===== src/rtl/fpmax_pkg.sv =====
package fpmax_pkg;
  typedef enum logic [1:0] {
    LAYOUT_PD  = 2'b00,
    LAYOUT_PS  = 2'b01,
    LAYOUT_SD  = 2'b10,
    LAYOUT_ALT = 2'b11
  } layout_e;

  localparam int VEC_W    = 128;
  localparam int FLAG_W   = 2;
  localparam int FLG_INV  = 0;
  localparam int FLG_DEN  = 1;

  localparam int SP_EXP   = 8;
  localparam int SP_MAN   = 23;
  localparam int DP_EXP   = 11;
  localparam int DP_MAN   = 52;
endpackage


===== src/rtl/fpmax_lane.sv =====
module fpmax_lane #(
  parameter int EXP_W = 8,
  parameter int MAN_W = 23,
  localparam int W    = 1 + EXP_W + MAN_W
) (
  input  logic [W-1:0] a,
  input  logic [W-1:0] b,
  output logic [W-1:0] y,
  output logic         any_nan,
  output logic         any_den
);
  logic             sa, sb;
  logic [W-2:0]     mag_a, mag_b;
  logic             a_nan, b_nan, a_den, b_den, a_zero, b_zero;
  logic             a_wins;

  always_comb begin
    sa     = a[W-1];
    sb     = b[W-1];
    mag_a  = a[W-2:0];
    mag_b  = b[W-2:0];
    a_nan  = (&a[W-2:MAN_W]) && (|a[MAN_W-1:0]);
    b_nan  = (&b[W-2:MAN_W]) && (|b[MAN_W-1:0]);
    a_den  = (~|a[W-2:MAN_W]) && (|a[MAN_W-1:0]);
    b_den  = (~|b[W-2:MAN_W]) && (|b[MAN_W-1:0]);
    a_zero = ~|mag_a;
    b_zero = ~|mag_b;
    any_nan = a_nan | b_nan;
    any_den = a_den | b_den;
    if (any_nan || (a_zero && b_zero))
      a_wins = 1'b0;
    else if (sa != sb)
      a_wins = !sa;
    else if (!sa)
      a_wins = mag_a > mag_b;
    else
      a_wins = mag_a < mag_b;
    y = a_wins ? a : b;
  end

  // two zeros always yield B's sign
  always_comb begin
    if (a_zero && b_zero)
      assert_zero_pick_b_R5: assert (y[W-1] == sb);
  end
endmodule


===== src/rtl/fpmax_datapath.sv =====
module fpmax_datapath
  import fpmax_pkg::*;
#(
  parameter int WIDTH = VEC_W,
  localparam int SP_W   = 1 + SP_EXP + SP_MAN,
  localparam int DP_W   = 1 + DP_EXP + DP_MAN,
  localparam int N_SP   = WIDTH / SP_W,
  localparam int N_DP   = WIDTH / DP_W
) (
  input  logic [WIDTH-1:0]  a,
  input  logic [WIDTH-1:0]  b,
  input  logic [1:0]        layout,
  input  logic              mask_inv,
  input  logic              mask_den,
  output logic [WIDTH-1:0]  y,
  output logic [FLAG_W-1:0] flags,
  output logic              exc
);
  logic [WIDTH-1:0] y_sp, y_dp;
  logic [N_SP-1:0]  nan_sp, den_sp;
  logic [N_DP-1:0]  nan_dp, den_dp;

  for (genvar i = 0; i < N_SP; i++) begin : g_sp
    fpmax_lane #(.EXP_W(SP_EXP), .MAN_W(SP_MAN)) u_lane (
      .a(a[i*SP_W +: SP_W]), .b(b[i*SP_W +: SP_W]),
      .y(y_sp[i*SP_W +: SP_W]), .any_nan(nan_sp[i]), .any_den(den_sp[i])
    );
  end

  for (genvar i = 0; i < N_DP; i++) begin : g_dp
    fpmax_lane #(.EXP_W(DP_EXP), .MAN_W(DP_MAN)) u_lane (
      .a(a[i*DP_W +: DP_W]), .b(b[i*DP_W +: DP_W]),
      .y(y_dp[i*DP_W +: DP_W]), .any_nan(nan_dp[i]), .any_den(den_dp[i])
    );
  end

  logic [WIDTH-1:0] y_sel;
  always_comb begin
    unique case (layout_e'(layout))
      LAYOUT_PS: begin
        y_sel          = y_sp;
        flags[FLG_INV] = |nan_sp;
        flags[FLG_DEN] = |den_sp;
      end
      LAYOUT_SD: begin
        y_sel            = a;
        y_sel[DP_W-1:0]  = y_dp[DP_W-1:0];
        flags[FLG_INV]   = nan_dp[0];
        flags[FLG_DEN]   = den_dp[0];
      end
      default: begin
        y_sel          = y_dp;
        flags[FLG_INV] = |nan_dp;
        flags[FLG_DEN] = |den_dp;
      end
    endcase
    exc = (flags[FLG_INV] && !mask_inv) || (flags[FLG_DEN] && !mask_den);
    y   = exc ? a : y_sel;
  end

  // an unmasked exception implies a raised flag
  always_comb begin
    if (exc)
      assert_exc_has_flag_R8: assert (|flags);
  end
endmodule


===== src/rtl/fpmax_unit.sv =====
module fpmax_unit
  import fpmax_pkg::*;
(
  input  logic         clk,
  input  logic         rst_n,
  input  logic         in_valid,
  output logic         in_ready,
  input  logic [127:0] op_a,
  input  logic [127:0] op_b,
  input  logic [1:0]   mode,
  input  logic         mask_inv,
  input  logic         mask_den,
  input  logic         clr_status,
  output logic         out_valid,
  input  logic         out_ready,
  output logic [127:0] res,
  output logic [1:0]   res_flags,
  output logic         exc_req,
  output logic [1:0]   status
);
  logic [VEC_W-1:0]  y_c;
  logic [FLAG_W-1:0] flags_c;
  logic              exc_c;
  logic              accept;

  fpmax_datapath #(.WIDTH(VEC_W)) u_dp (
    .a(op_a), .b(op_b), .layout(mode),
    .mask_inv(mask_inv), .mask_den(mask_den),
    .y(y_c), .flags(flags_c), .exc(exc_c)
  );

  assign in_ready = !out_valid || out_ready;
  assign accept   = in_valid && in_ready;

  always_ff @(posedge clk or negedge rst_n) begin
    if (!rst_n) begin
      out_valid <= 1'b0;
      res       <= '0;
      res_flags <= '0;
      exc_req   <= 1'b0;
    end else begin
      if (accept) begin
        out_valid <= 1'b1;
        res       <= y_c;
        res_flags <= flags_c;
        exc_req   <= exc_c;
      end else if (out_ready) begin
        out_valid <= 1'b0;
      end
    end
  end

  always_ff @(posedge clk or negedge rst_n) begin
    if (!rst_n)
      status <= '0;
    else
      status <= (clr_status ? '0 : status) | (accept ? flags_c : '0);
  end

  assert_hold_R10: assert property (@(posedge clk) disable iff (!rst_n)
    (out_valid && !out_ready) |=> (out_valid && $stable(res) && $stable(res_flags) && $stable(exc_req)));

  assert_sticky_R9: assert property (@(posedge clk) disable iff (!rst_n)
    !clr_status |=> ((status & $past(status)) == $past(status)));

  assert_exc_keeps_a_R8: assert property (@(posedge clk) disable iff (!rst_n)
    (accept && exc_c) |=> (exc_req && res == $past(op_a)));

  assert_scalar_upper_R3: assert property (@(posedge clk) disable iff (!rst_n)
    (accept && mode == 2'b10) |=> (res[127:64] == $past(op_a[127:64])));

  assert_result_valid_R10: assert property (@(posedge clk) disable iff (!rst_n)
    accept |=> out_valid);
endmodule


===== config.mk =====
export PLATFORM = sky130hd
export DESIGN_NAME = fpmax_unit
export DESIGN_NICKNAME = d
export VERILOG_FILES = /design/src/rtl/fpmax_pkg.sv /design/src/rtl/fpmax_lane.sv /design/src/rtl/fpmax_datapath.sv /design/src/rtl/fpmax_unit.sv
export SDC_FILE = /design/constraint.sdc
export NUM_CORES = 1
export LEC_CHECK = 0
export BUFFER_PORTS_ARGS = -buffer_cell sky130_fd_sc_hd__buf_2
export CORE_UTILIZATION = 45
export DETAILED_ROUTE_END_ITERATION = 7
export PLACE_DENSITY = 0.85
export SETUP_SLACK_MARGIN = 0.4
export SLEW_MARGIN = 40
export SYNTH_ARGS = -nofsm -noshare
export SYNTH_HDL_FRONTEND = slang
export SYNTH_SLANG_ARGS = --single-unit

===== constraint.sdc =====
create_clock -name clk -period 4.7 [get_ports clk]
set_input_delay 0 -clock clk [delete_from_list [all_inputs] [get_ports clk]]
set_output_delay 0 -clock clk [all_outputs]
set_load 0.01 [all_outputs]

# [Word-level counts from Yosys, hierarchy flattened]
# Index checks and enable logic that the tools add are counted.
[word_totals] output_inout_bits=135 input_bits=265 ff_bits=134 word_cells=192
[classes] order_cmp=12 n_reduce_logical=125 n_mux=31 bitwise_logic=13 eq_ne=6
[op_table] op="128-bit case mux with 2 select lines" n=1
[op_table] op="63-bit OR reduction" n=4
[op_table] op="31-bit OR reduction" n=8
[op_table] op="52-bit OR reduction" n=4
[op_table] op="23-bit OR reduction" n=8
[op_table] op="128-bit 2-to-1 mux" n=1
[op_table] op="32-bit 2-to-1 mux" n=4
[op_table] op="64-bit 2-to-1 mux" n=2
[op_table] op="63-bit > comparator" n=2
[op_table] op="63-bit < comparator" n=2
[op_table] op="31-bit > comparator" n=4
[op_table] op="31-bit < comparator" n=4
[op_table] op="8-bit AND reduction" n=8
[op_table] op="8-bit OR reduction" n=8
[op_table] op="11-bit AND reduction" n=4
[op_table] op="11-bit OR reduction" n=4
[op_table] op="1-bit logical AND" n=33
[op_table] op="1-bit zero test" n=31
[op_table] op="1-bit 2-to-1 mux" n=20
[op_table] op="1-bit bitwise OR" n=12
[op_table] op="1-bit logical OR" n=8
[op_table] op="4-bit OR reduction" n=2
[op_table] op="2-bit 2-to-1 mux" n=2
[op_table] op="1-bit != test" n=4
[op_table] op="6 further kinds" n=7

# [Logic depth before layout (Yosys ltp)]
# Gate-level depths: netlist of run 1.
[depth] depth_word=9 ltp_mapped=13 depth_no_buf=11

# [Hierarchy]
# A second synthesis of run 1 with hierarchy kept.
[hier_totals] hier_cells=2993 hier_area_um2=26446.6
[modules_own_cells] module="fpmax_lane (u_dp.g_sp[0].u_lane ...)" seq_area_each_um2=0.0 cells_each=381 area_per_inst_um2=2790.2 instances=4
[modules_own_cells] module="fpmax_lane (u_dp.g_dp[0].u_lane ...)" seq_area_each_um2=0.0 cells_each=358 area_per_inst_um2=2976.6 instances=2
[modules_own_cells] module="fpmax_unit" seq_area_each_um2=3353.2 cells_each=288 area_per_inst_um2=5342.6 instances=1
[modules_own_cells] module="fpmax_datapath" seq_area_each_um2=0.0 cells_each=465 area_per_inst_um2=3990.1 instances=1

# [Least setup slack after synthesis of run 1]
# OpenSTA, ideal clock, no wires.
[synth_path] path_kind="input -> register" start="input op_b[92]" end="register res[100]" required_ns=4.574 arrival_time_ns=2.693 cell_stages=12 path_slack_ns=1.881 setup_time_ns=0.126 path_cell_list="inv_1 -> ha_1 -> nand4_1 -> nor4_1 -> and3_1 -> nand4_1 -> o211a_1 -> a211oi_1 -> o32a_1 -> o22ai_1 -> buf_2 -> a221o_1"
[synth_between] elab_chain_len=9 word_cells_on_any_way=32 cone_classes="2 x order compare; 7 x mux; 4 x bitwise; 19 x reduce/logical"
[synth_rtl] item="start, declared" line="fpmax_unit.sv:9" source="input logic [127:0] op_b,"
[synth_rtl] item="parallel branches: the longest is 8 deep, another holds 63-bit > comparator"
[synth_rtl] item="128-bit 2-to-1 mux (*)" line="fpmax_datapath.sv:58" source="y = exc ? a : y_sel;"
[synth_rtl] item="end signal, assigned" line="fpmax_unit.sv:44" source="res <= y_c;"
[synth_rtl] item="end, declared" line="fpmax_unit.sv:16" source="output logic [127:0] res,"
# Mark *: on every way between the ends.
# A chain may end at the register's enable or synchronous reset.

# [Worst setup path after layout of run 1]
[layout_path] start="input op_b[43]" end="register res[122]"
[layout_between] elab_chain_len=8 word_cells_on_any_way=19 cone_classes="2 x mux; 4 x bitwise; 13 x reduce/logical"
[layout_rtl] item="52-bit OR reduction / 23-bit OR reduction (equally long branches)" line="fpmax_lane.sv:23, fpmax_lane.sv:25"
[layout_rtl] item="1-bit logical AND, on equally long branches" line="fpmax_lane.sv:23, fpmax_lane.sv:25"
[layout_rtl] item="1-bit bitwise OR, on equally long branches" line="fpmax_lane.sv:28, fpmax_lane.sv:29"
[layout_rtl] item="2-bit OR reduction, or another cell as far along" line="fpmax_datapath.sv:53" source="flags[FLG_INV] = |nan_dp;"
[layout_rtl] item="2-bit case mux with 2 select lines (*)" line="fpmax_datapath.sv:39" source="unique case (layout_e'(layout))"
[layout_rtl] item="1-bit logical AND" line="fpmax_datapath.sv:57" source="exc = (flags[FLG_INV] && !mask_inv) || (flags[FLG_DEN] && !mask_den);"
[layout_rtl] item="1-bit logical OR (*)" line="fpmax_datapath.sv:57"
[layout_rtl] item="128-bit 2-to-1 mux (*)" line="fpmax_datapath.sv:58"
# Every way passes the cells marked *; elsewhere a longest branch is shown, timed or not.

==> results of run 1 <==
## cell usage after synthesis (all sizes together) (8+ instances only)
master	instances
nor2	35
nand2	86
a21oi	50
a21o	18
inv	141
nand3	35
o21a	9
and2	95
a221oi	36
dfrtp	134
nand4	49
clkbuf	35
nor4	66
buf	23
o21ai	35
o31ai	35
ha	130
and3	8
a211oi	40
a221o	96
nor3	19
## layout by cell type, fill, tap and decap left out, types with 6 or more instances in the layout
| cell type | Yosys | layout |
|---|---|---|
| dfrtp_1 | 134 | 134 |
| a221oi_1 | 36 | 36 |
| nor4_2 | 1 | 6 |
| buf_2 | 17 | 398 |
| dlygate4sd3_1 | 0 | 232 |
| o31ai_1 | 35 | 35 |
| nor4_1 | 65 | 59 |
| ha_1 | 130 | 130 |
| or4_1 | 7 | 7 |
| o21a_1 | 9 | 9 |
| and3_1 | 8 | 8 |
| nor3_1 | 18 | 17 |
| diode_2 | 0 | 8 |
| a221o_1 | 96 | 96 |
| o211ai_1 | 6 | 6 |
| a21oi_1 | 50 | 47 |
| nand4_1 | 49 | 49 |
| and2_1 | 95 | 95 |
| nand3_1 | 35 | 33 |
| inv_1 | 141 | 141 |
| clkbuf_16 | 0 | 17 |
| nor2_1 | 35 | 34 |
| o21ai_0 | 33 | 33 |
| a21o_1 | 18 | 18 |
| nand2b_1 | 7 | 7 |
| nand2_1 | 86 | 85 |
| buf_4 | 0 | 12 |
| a211oi_1 | 40 | 39 |
## where the power goes
part / switching (uW) / internal, uW
Combinational: 931 / 927
Clock: 605 / 803
Sequential: 133 / 1380
Total: 1670 / 3110
## metal layers
layer  wire, um  vias up  GRT usage
li1           -     6103          -
met1      17400     6599      0.420
met2      22400     1015      0.615
met3       4320      268      0.105
met4       2810        0      0.225
met5          0        -    0.00414
## worst max path at each step
stage                to     start  cells after the start
6_report       res[122]  op_b[43]                     13
5_1_grt         res[78]  op_b[92]                     15
4_1_cts        res[119]  op_a[33]                     13
3_5_place_dp   res[124]  op_a[35]                     11
3_3_place_gp   res[110]  op_a[35]                     11
2_1_floorplan  res[100]  op_b[92]                     12
## cell families after synthesis
group	after synthesis	synth area share
simple gates	424	0.210
compound gates	373	0.267
buf+inv	199	0.0716
flops	134	0.304
fa+ha+maj	130	0.147
## flip-flops by register name, indices dropped and copies added, names as in the netlist
| signal | cells |
|---|---|
| out_valid | 1 |
| res | 128 |
| exc_req | 1 |
| res_flags | 2 |
| status | 2 |
## tightest hold or removal path, cell delays in order
cell	delay [ns]
buf_2	0.14
a211oi_1	0.06
o31ai_1	0.21
## cell type report
cell class / count / area (um2) / share of cell area
flip-flops and latches: 134 / 3350 / 0.205
multi-input cells: 927 / 7020 / 0.429
inverters: 141 / 529 / 0.0324
repair buffers: 645 / 4440 / 0.272
clock buffers: 19 / 443 / 0.0271
well taps: 319 / 399 / 0.0244
clock inverters: 13 / 146 / 0.00895
diodes: 8 / 20.0 / 0.00122
## stage by stage
| stage | power (uW) | util |
|---|---|---|
| final | 4780 | 0.688 |
| after global routing | 5010 | 0.688 |
| after CTS | 4670 | 0.684 |
| after detailed placement | 2930 | 0.562 |
| after global placement | 2880 | 0.561 |
| after floorplan | 2280 | - |
## timing repair
action,CTS,global route
setup endpoints to repair,0,106
hold endpoints to repair,214,1
resized for setup,0,14
hold buffers,231,1
==> key figures, run 1 <==
Logic synthesis
  – Synth top area share: 0.304
  – Synth area leaders: dfrtp_1, ha_1, a221o_1, and2_1, inv_1
  – Ys flop type: dfrtp_1
  – Mapped Cells: 1260
  – Sequential element share of the synthesized area: 0.304
  – Cell Area, Synth: 0.0110 mm2
  – Distinct cells, synth: 62
  – EDFF count, synth: 0
  – Syn avg cell area: 8.77 um2
  – Syn_nets: 1655
  – Synth warnings: 0
  – Yosys reg bits: 134
  – Async SR Flop Fraction: 1.00
  – Yosys top cell by area: dfrtp_1

STA
  – Setup violators final: 0
  – Crit share post-route: 0.893
  – Minimum clock period: 4.20 ns
  – Final hold viol count: 0
  – Final setup margin: 0.504 ns
  – FMAX: 238 MHz
  – Hold Slack: 0.0151 ns
  – Worst slew margin: 0.413
  – Setup TNS: 0 ns
  – Final Max Slew Viols: 0
  – RSZ-0062 raised after global routing: no
  – Final Skew: 0.00757 ns
  – Worst Tran Pin Value: 0.873 ns

Setup path
  – Kind of start point of the critical path: input pin
  – Most used cell along the critical path: dlygate4sd3_1
  – Cell family with most CP delay: simple AND/OR/NAND/NOR gates
  – R2r startpoint: out_valid
  – Slowest-stage cell, CP: dlygate4sd3_1
  – R2r setup slk: 1.85 ns
  – R2r endpoint: res[122]
  – Buf/Inv on CP: 4
  – Crit path largest cell delay: 0.59 ns
  – Setup CP Type: input pin to flip-flop
  – Critical path fanouts, max: 31
  – CP arrival: 4.55 ns
  – Worst setup EP type: flip-flop
  – Critical-path cell list: dlygate4sd3_1 -> buf_2 -> nor4_1 -> nand4_1 -> or3_1 -> a22o_1 -> o41ai_2 -> and3_1 -> nand3_2 -> o22ai_2 -> buf_6 -> a221o_1 -> dlygate4sd3_1
  – Reg2Reg Depth: 7
  – Required time of the critical path: 5.05 ns

Global routing
  – Vias in the first global route: 13900
  – First-pass GRT wire length: 72000 um
  – Initial antenna violation count: 7
  – Congestion Overflow GR: 0
  – Largest net degree at the start of global routing: 119
  – GRT Total Usage: 0.370

Floorplan
  – Chip Height: 159 um
  – Die X-Extent: 159 um
  – Core area: 0.0238 mm2
  – Full die area: 0.0252 mm2
  – Io pins: 400
  – Cell row count: 56
  – Initial Utilization: 0.465

Detailed routing
  – DR WL/cell: 21.3 um
  – Initial DRC Count: 1690
  – Drt drc: 0
  – First-pass DRT Iterations: 8
  – Antenna Nets Post-Route: 0
  – Drt total wl: 47000 um
  – DR vias: 14000
  – Vias/cell: 6.34

Worst hold path
  – Worst hold stages: 3
  – Worst hold path type: input pin to flip-flop
  – Hold EP: res[94]
  – Hold_sp: op_b[94]

Cells and area
  – Fill count: 1712
  – Final nets: 2261
  – Area grow syn2layout: 48.0%
  – Cell Count, Final, Fillers Out: 2206
  – Post-route cell area: 0.0164 mm2
  – Layout cell share with drive strength beyond 1: 0.251

CTS
  – Clock root buffer: clkbuf_16
  – Clock-pin slew on the worst setup and hold paths: 0.07 ns
  – CTS sink cnt: 134
  – Clock buffer count from CTS: 17
  – Longest Clk Path Bufs: 2
  – H-tree levels: 4
  – CTS tree: yes
  – Postcts setup bufs: 0
  – Worst skew pair latency: 0.43 ns

Power
  – VDD IR-drop max: 176 uV
  – Leakage power: 0.00822 uW
  – Power density over the cells: 292 mW/mm2

Place
  – Placed insts: 1934
  – Post-DP HPWL: 30400 um
  – Pre-CTS setup slack: 1.10 ns
  – DP Area: 0.0133 mm2
  – RD Place Congestion: 0.940
  – IO buf count: 399

Run
  – Maxcap violations: 0

Status
  – Status: complete, no violations
Power figures use the tool's default switching activity.
==> run 2, diff against run 1 <==
==> constraint.sdc (replaced) <==
create_clock -name clk -period 4.2 [get_ports clk]
set_input_delay 0 -clock clk [delete_from_list [all_inputs] [get_ports clk]]
set_output_delay 0 -clock clk [all_outputs]
set_load 0.01 [all_outputs]
==> run 2 against run 1 <==
Against the previous run:
- non-clock buffer count decreased by 20
- sequential share of layout area increased by 0.27 points
- core utilization decreased by 0.89 points
- hold slack got worse by 0.0062 ns
- via count increased by 0.37%
- final cell count decreased by 0.77%
- sequential power increased by 13%
- clock-buffer cell count unchanged
- final area decreased by 1.3%
- first-iteration DRC count increased by 9.7%
- critical path type unchanged
- largest cell class unchanged
==> key figures, run 2 (same netlist as run 1, synthesis figures left out) <==
Power
  – Leakage power: 0.00802 uW (was 0.00822 uW)
  – Combinational cell fraction of total power: 0.363 (was 0.389)
  – Sw Ratio: 0.361 (was 0.349)
  – NetSw: 1840 uW (was 1670 uW)
  – Cell-internal power: 3260 uW (was 3110 uW)
  – Power density over the cells: 316 mW/mm2 (was 292 mW/mm2)
  – Sequential power share: 0.333 (was 0.316)
  – VDD IR-drop max: 206 uV (was 176 uV)
  – Total Power: 5100 uW (was 4780 uW)
  – Clock network fraction of design power: 0.304 (was 0.295)

Detailed routing
  – Drt total wl: 48900 um (was 47000 um)
  – Antenna Nets Post-Route: 0 (unchanged)
  – Vias/cell: 6.41 (was 6.34)
  – Initial DRC Count: 1854 (was 1690)
  – DR WL/cell: 22.3 um (was 21.3 um)
  – DR vias: 14000 (about the same)
  – First-pass DRT Iterations: 8 (unchanged)
  – Drt drc: 0 (unchanged)

Global routing
  – First-pass GRT wire length: 74400 um (was 72000 um)
  – GRT Total Usage: 0.387 (was 0.370)
  – Largest net degree at the start of global routing: 122 (was 119)
  – Congestion Overflow GR: 0 (unchanged)
  – Initial antenna violation count: 12 (was 7)
  – Vias in the first global route: 14000 (was 13900)

STA
  – Final hold viol count: 0 (unchanged)
  – Final Skew: 0.0146 ns (was 0.00757 ns)
  – FMAX: 267 MHz
  – Setup violators final: 0 (unchanged)
  – Minimum clock period: 3.74 ns
  – RSZ-0062 raised after global routing: no (unchanged)
  – Setup TNS: 0 ns (unchanged)
  – Worst Tran Pin Value: 0.701 ns (was 0.873 ns)
  – Final Max Slew Viols: 0 (unchanged)
  – Crit share post-route: 0.891
  – Worst slew margin: 0.528 (was 0.413)

Cells and area
  – Reg with most FFs: res (unchanged)
  – Largest regs: res (128), res_flags (2), status (2) (unchanged)
  – Most common cell after layout, fill and taps aside: buf_2 (unchanged)
  – Layout cell share with drive strength beyond 1: 0.253 (was 0.251)
  – Final nets: 2241 (was 2261)
  – Most frequent cells in the layout: buf_2, dlygate4sd3_1, inv_1 (unchanged)
  – Final core utilization: 0.679 (was 0.688)
  – Multi-input gate area: 0.00701 mm2 (was 0.00702 mm2)
  – Sequential cell area: 0.00335 mm2 (unchanged)
  – Max reg flops: 128 (unchanged)
  – Area grow syn2layout: 46.1% (was 48.0%)
  – Cell Count, Final, Fillers Out: 2189 (was 2206)
  – Fill count: 1762 (was 1712)

Floorplan
  – Full die area: 0.0252 mm2 (unchanged)
  – Io pins: 400 (unchanged)
  – Core area: 0.0238 mm2 (unchanged)
  – Cell row count: 56 (unchanged)
  – Chip Height: 159 um (unchanged)
  – Die X-Extent: 159 um (unchanged)
  – Initial Utilization: 0.465 (unchanged)

Run
  – Maxcap violations: 0 (unchanged)

Setup path
  – Required time of the critical path: 4.54 ns (was 5.05 ns)
  – CP arrival: 4.08 ns (was 4.55 ns)
  – Worst setup EP type: flip-flop (unchanged)
  – Kind of start point of the critical path: input pin (unchanged)
  – Setup CP Type: input pin to flip-flop (unchanged)
  – Critical path fanouts, max: 32 (was 31)

CTS
  – CTS tree: yes (unchanged)
  – Clock-pin slew on the worst setup and hold paths: 0.06 ns (was 0.07 ns)
  – Worst skew pair latency: 0.42 ns (was 0.43 ns)
  – Clock buffer count from CTS: 17 (unchanged)
  – CTS sink cnt: 134 (unchanged)
  – H-tree levels: 4 (unchanged)
  – Clock root buffer: clkbuf_16 (unchanged)
  – Longest Clk Path Bufs: 2 (unchanged)

Place
  – Placed insts: 1936 (was 1934)
  – IO buf count: 399 (unchanged)
  – Post-DP HPWL: 30400 um (about the same)
  – RD Place Congestion: 0.920 (was 0.940)

Status
  – Status: complete, no violations (unchanged)

Worst hold path
  – Worst hold path type: input pin to flip-flop (unchanged)
-- run 2: changes by cell type in the layout (fill, tap and decap cells not counted), moves of 2 or more --
cell / before / now
diode_2: 8 / 11
buf_6: 2 / 5
dlygate4sd3_1: 232 / 209
nand3_1: 33 / 35
nand3_2: 2 / 0
-- run 2: worst max-delay path, cell delays in order --
cell,delay (ns)
dlygate4sd3_1,0.53
buf_2,0.16
nor4_1,0.48
nand4_1,0.25
nor3_1,0.40
o32ai_1,0.28
o41ai_2,0.42
and3_1,0.36
nand3_1,0.31
a21oi_2,0.22
buf_4,0.38
a221o_1,0.26
-- run 2: power by group through the flow --
| stage | registers, uW | clock network (uW) | logic [uW] |
|---|---|---|---|
| final | 1700 | 1550 | 1850 |
| after global routing | 1730 | 1630 | 2000 |
| after CTS | 1670 | 1560 | 1750 |
| after detailed placement | 1680 | 0 | 1590 |
| after global placement | 1690 | 0 | 1530 |
| after floorplan | 1800 | 0 | 746 |
-- run 2: metrics by stage --
step	area, um2	setup WS (ns)	hold slack (ns)
finish	16100	0.459	0.00888
global route	16100	0.409	0.000842
CTS	16000	0.423	0.000259
detailed placement	13400	0.231	0.133
global placement	13300	0.338	0.238
floorplan	11000	1.38	-0.296
-- run 2: worst paths after layout --
path | start | cells after the start | slack, ns | endpoint
hold / removal | op_a[84] | 3 | 0.009 | res[84]
min in group asynchronous | rst_n | 3 | 0.23 | res[57]
setup reg to reg | out_valid | 6 | 1.82 | res[15]
max in group asynchronous | rst_n | 3 | 3.45 | res[69]
setup / recovery | op_b[96] | 12 | 0.46 | res[15]
hold reg to reg | res_flags[1] | 2 | 0.47 | res_flags[1]
-- run 2: final cells by class --
cell class                 count  share of cell area
clock inverter                13             0.00915
antenna                       11             0.00171
tap                          319              0.0247
multi-input combinational    927               0.434
sequential                   134               0.208
clock buffer                  19              0.0268
timing repair buffer         625               0.263
inverter                     141              0.0328
-- run 2: per-layer routing --
metal,up-vias,GRT usage,wire (um)
met1,6566,0.430,17400
met4,4,0.254,3430
met3,317,0.117,4990
met5,-,0,29
met2,1095,0.641,23000
li1,6055,-,-
-- run 2: timing repair --
item	4_1_cts	5_1_grt
hold buffers	209	0
setup endpoints to repair	0	127
gates resized for setup	0	12
hold endpoints to repair	245	0
setup buffers	0	1
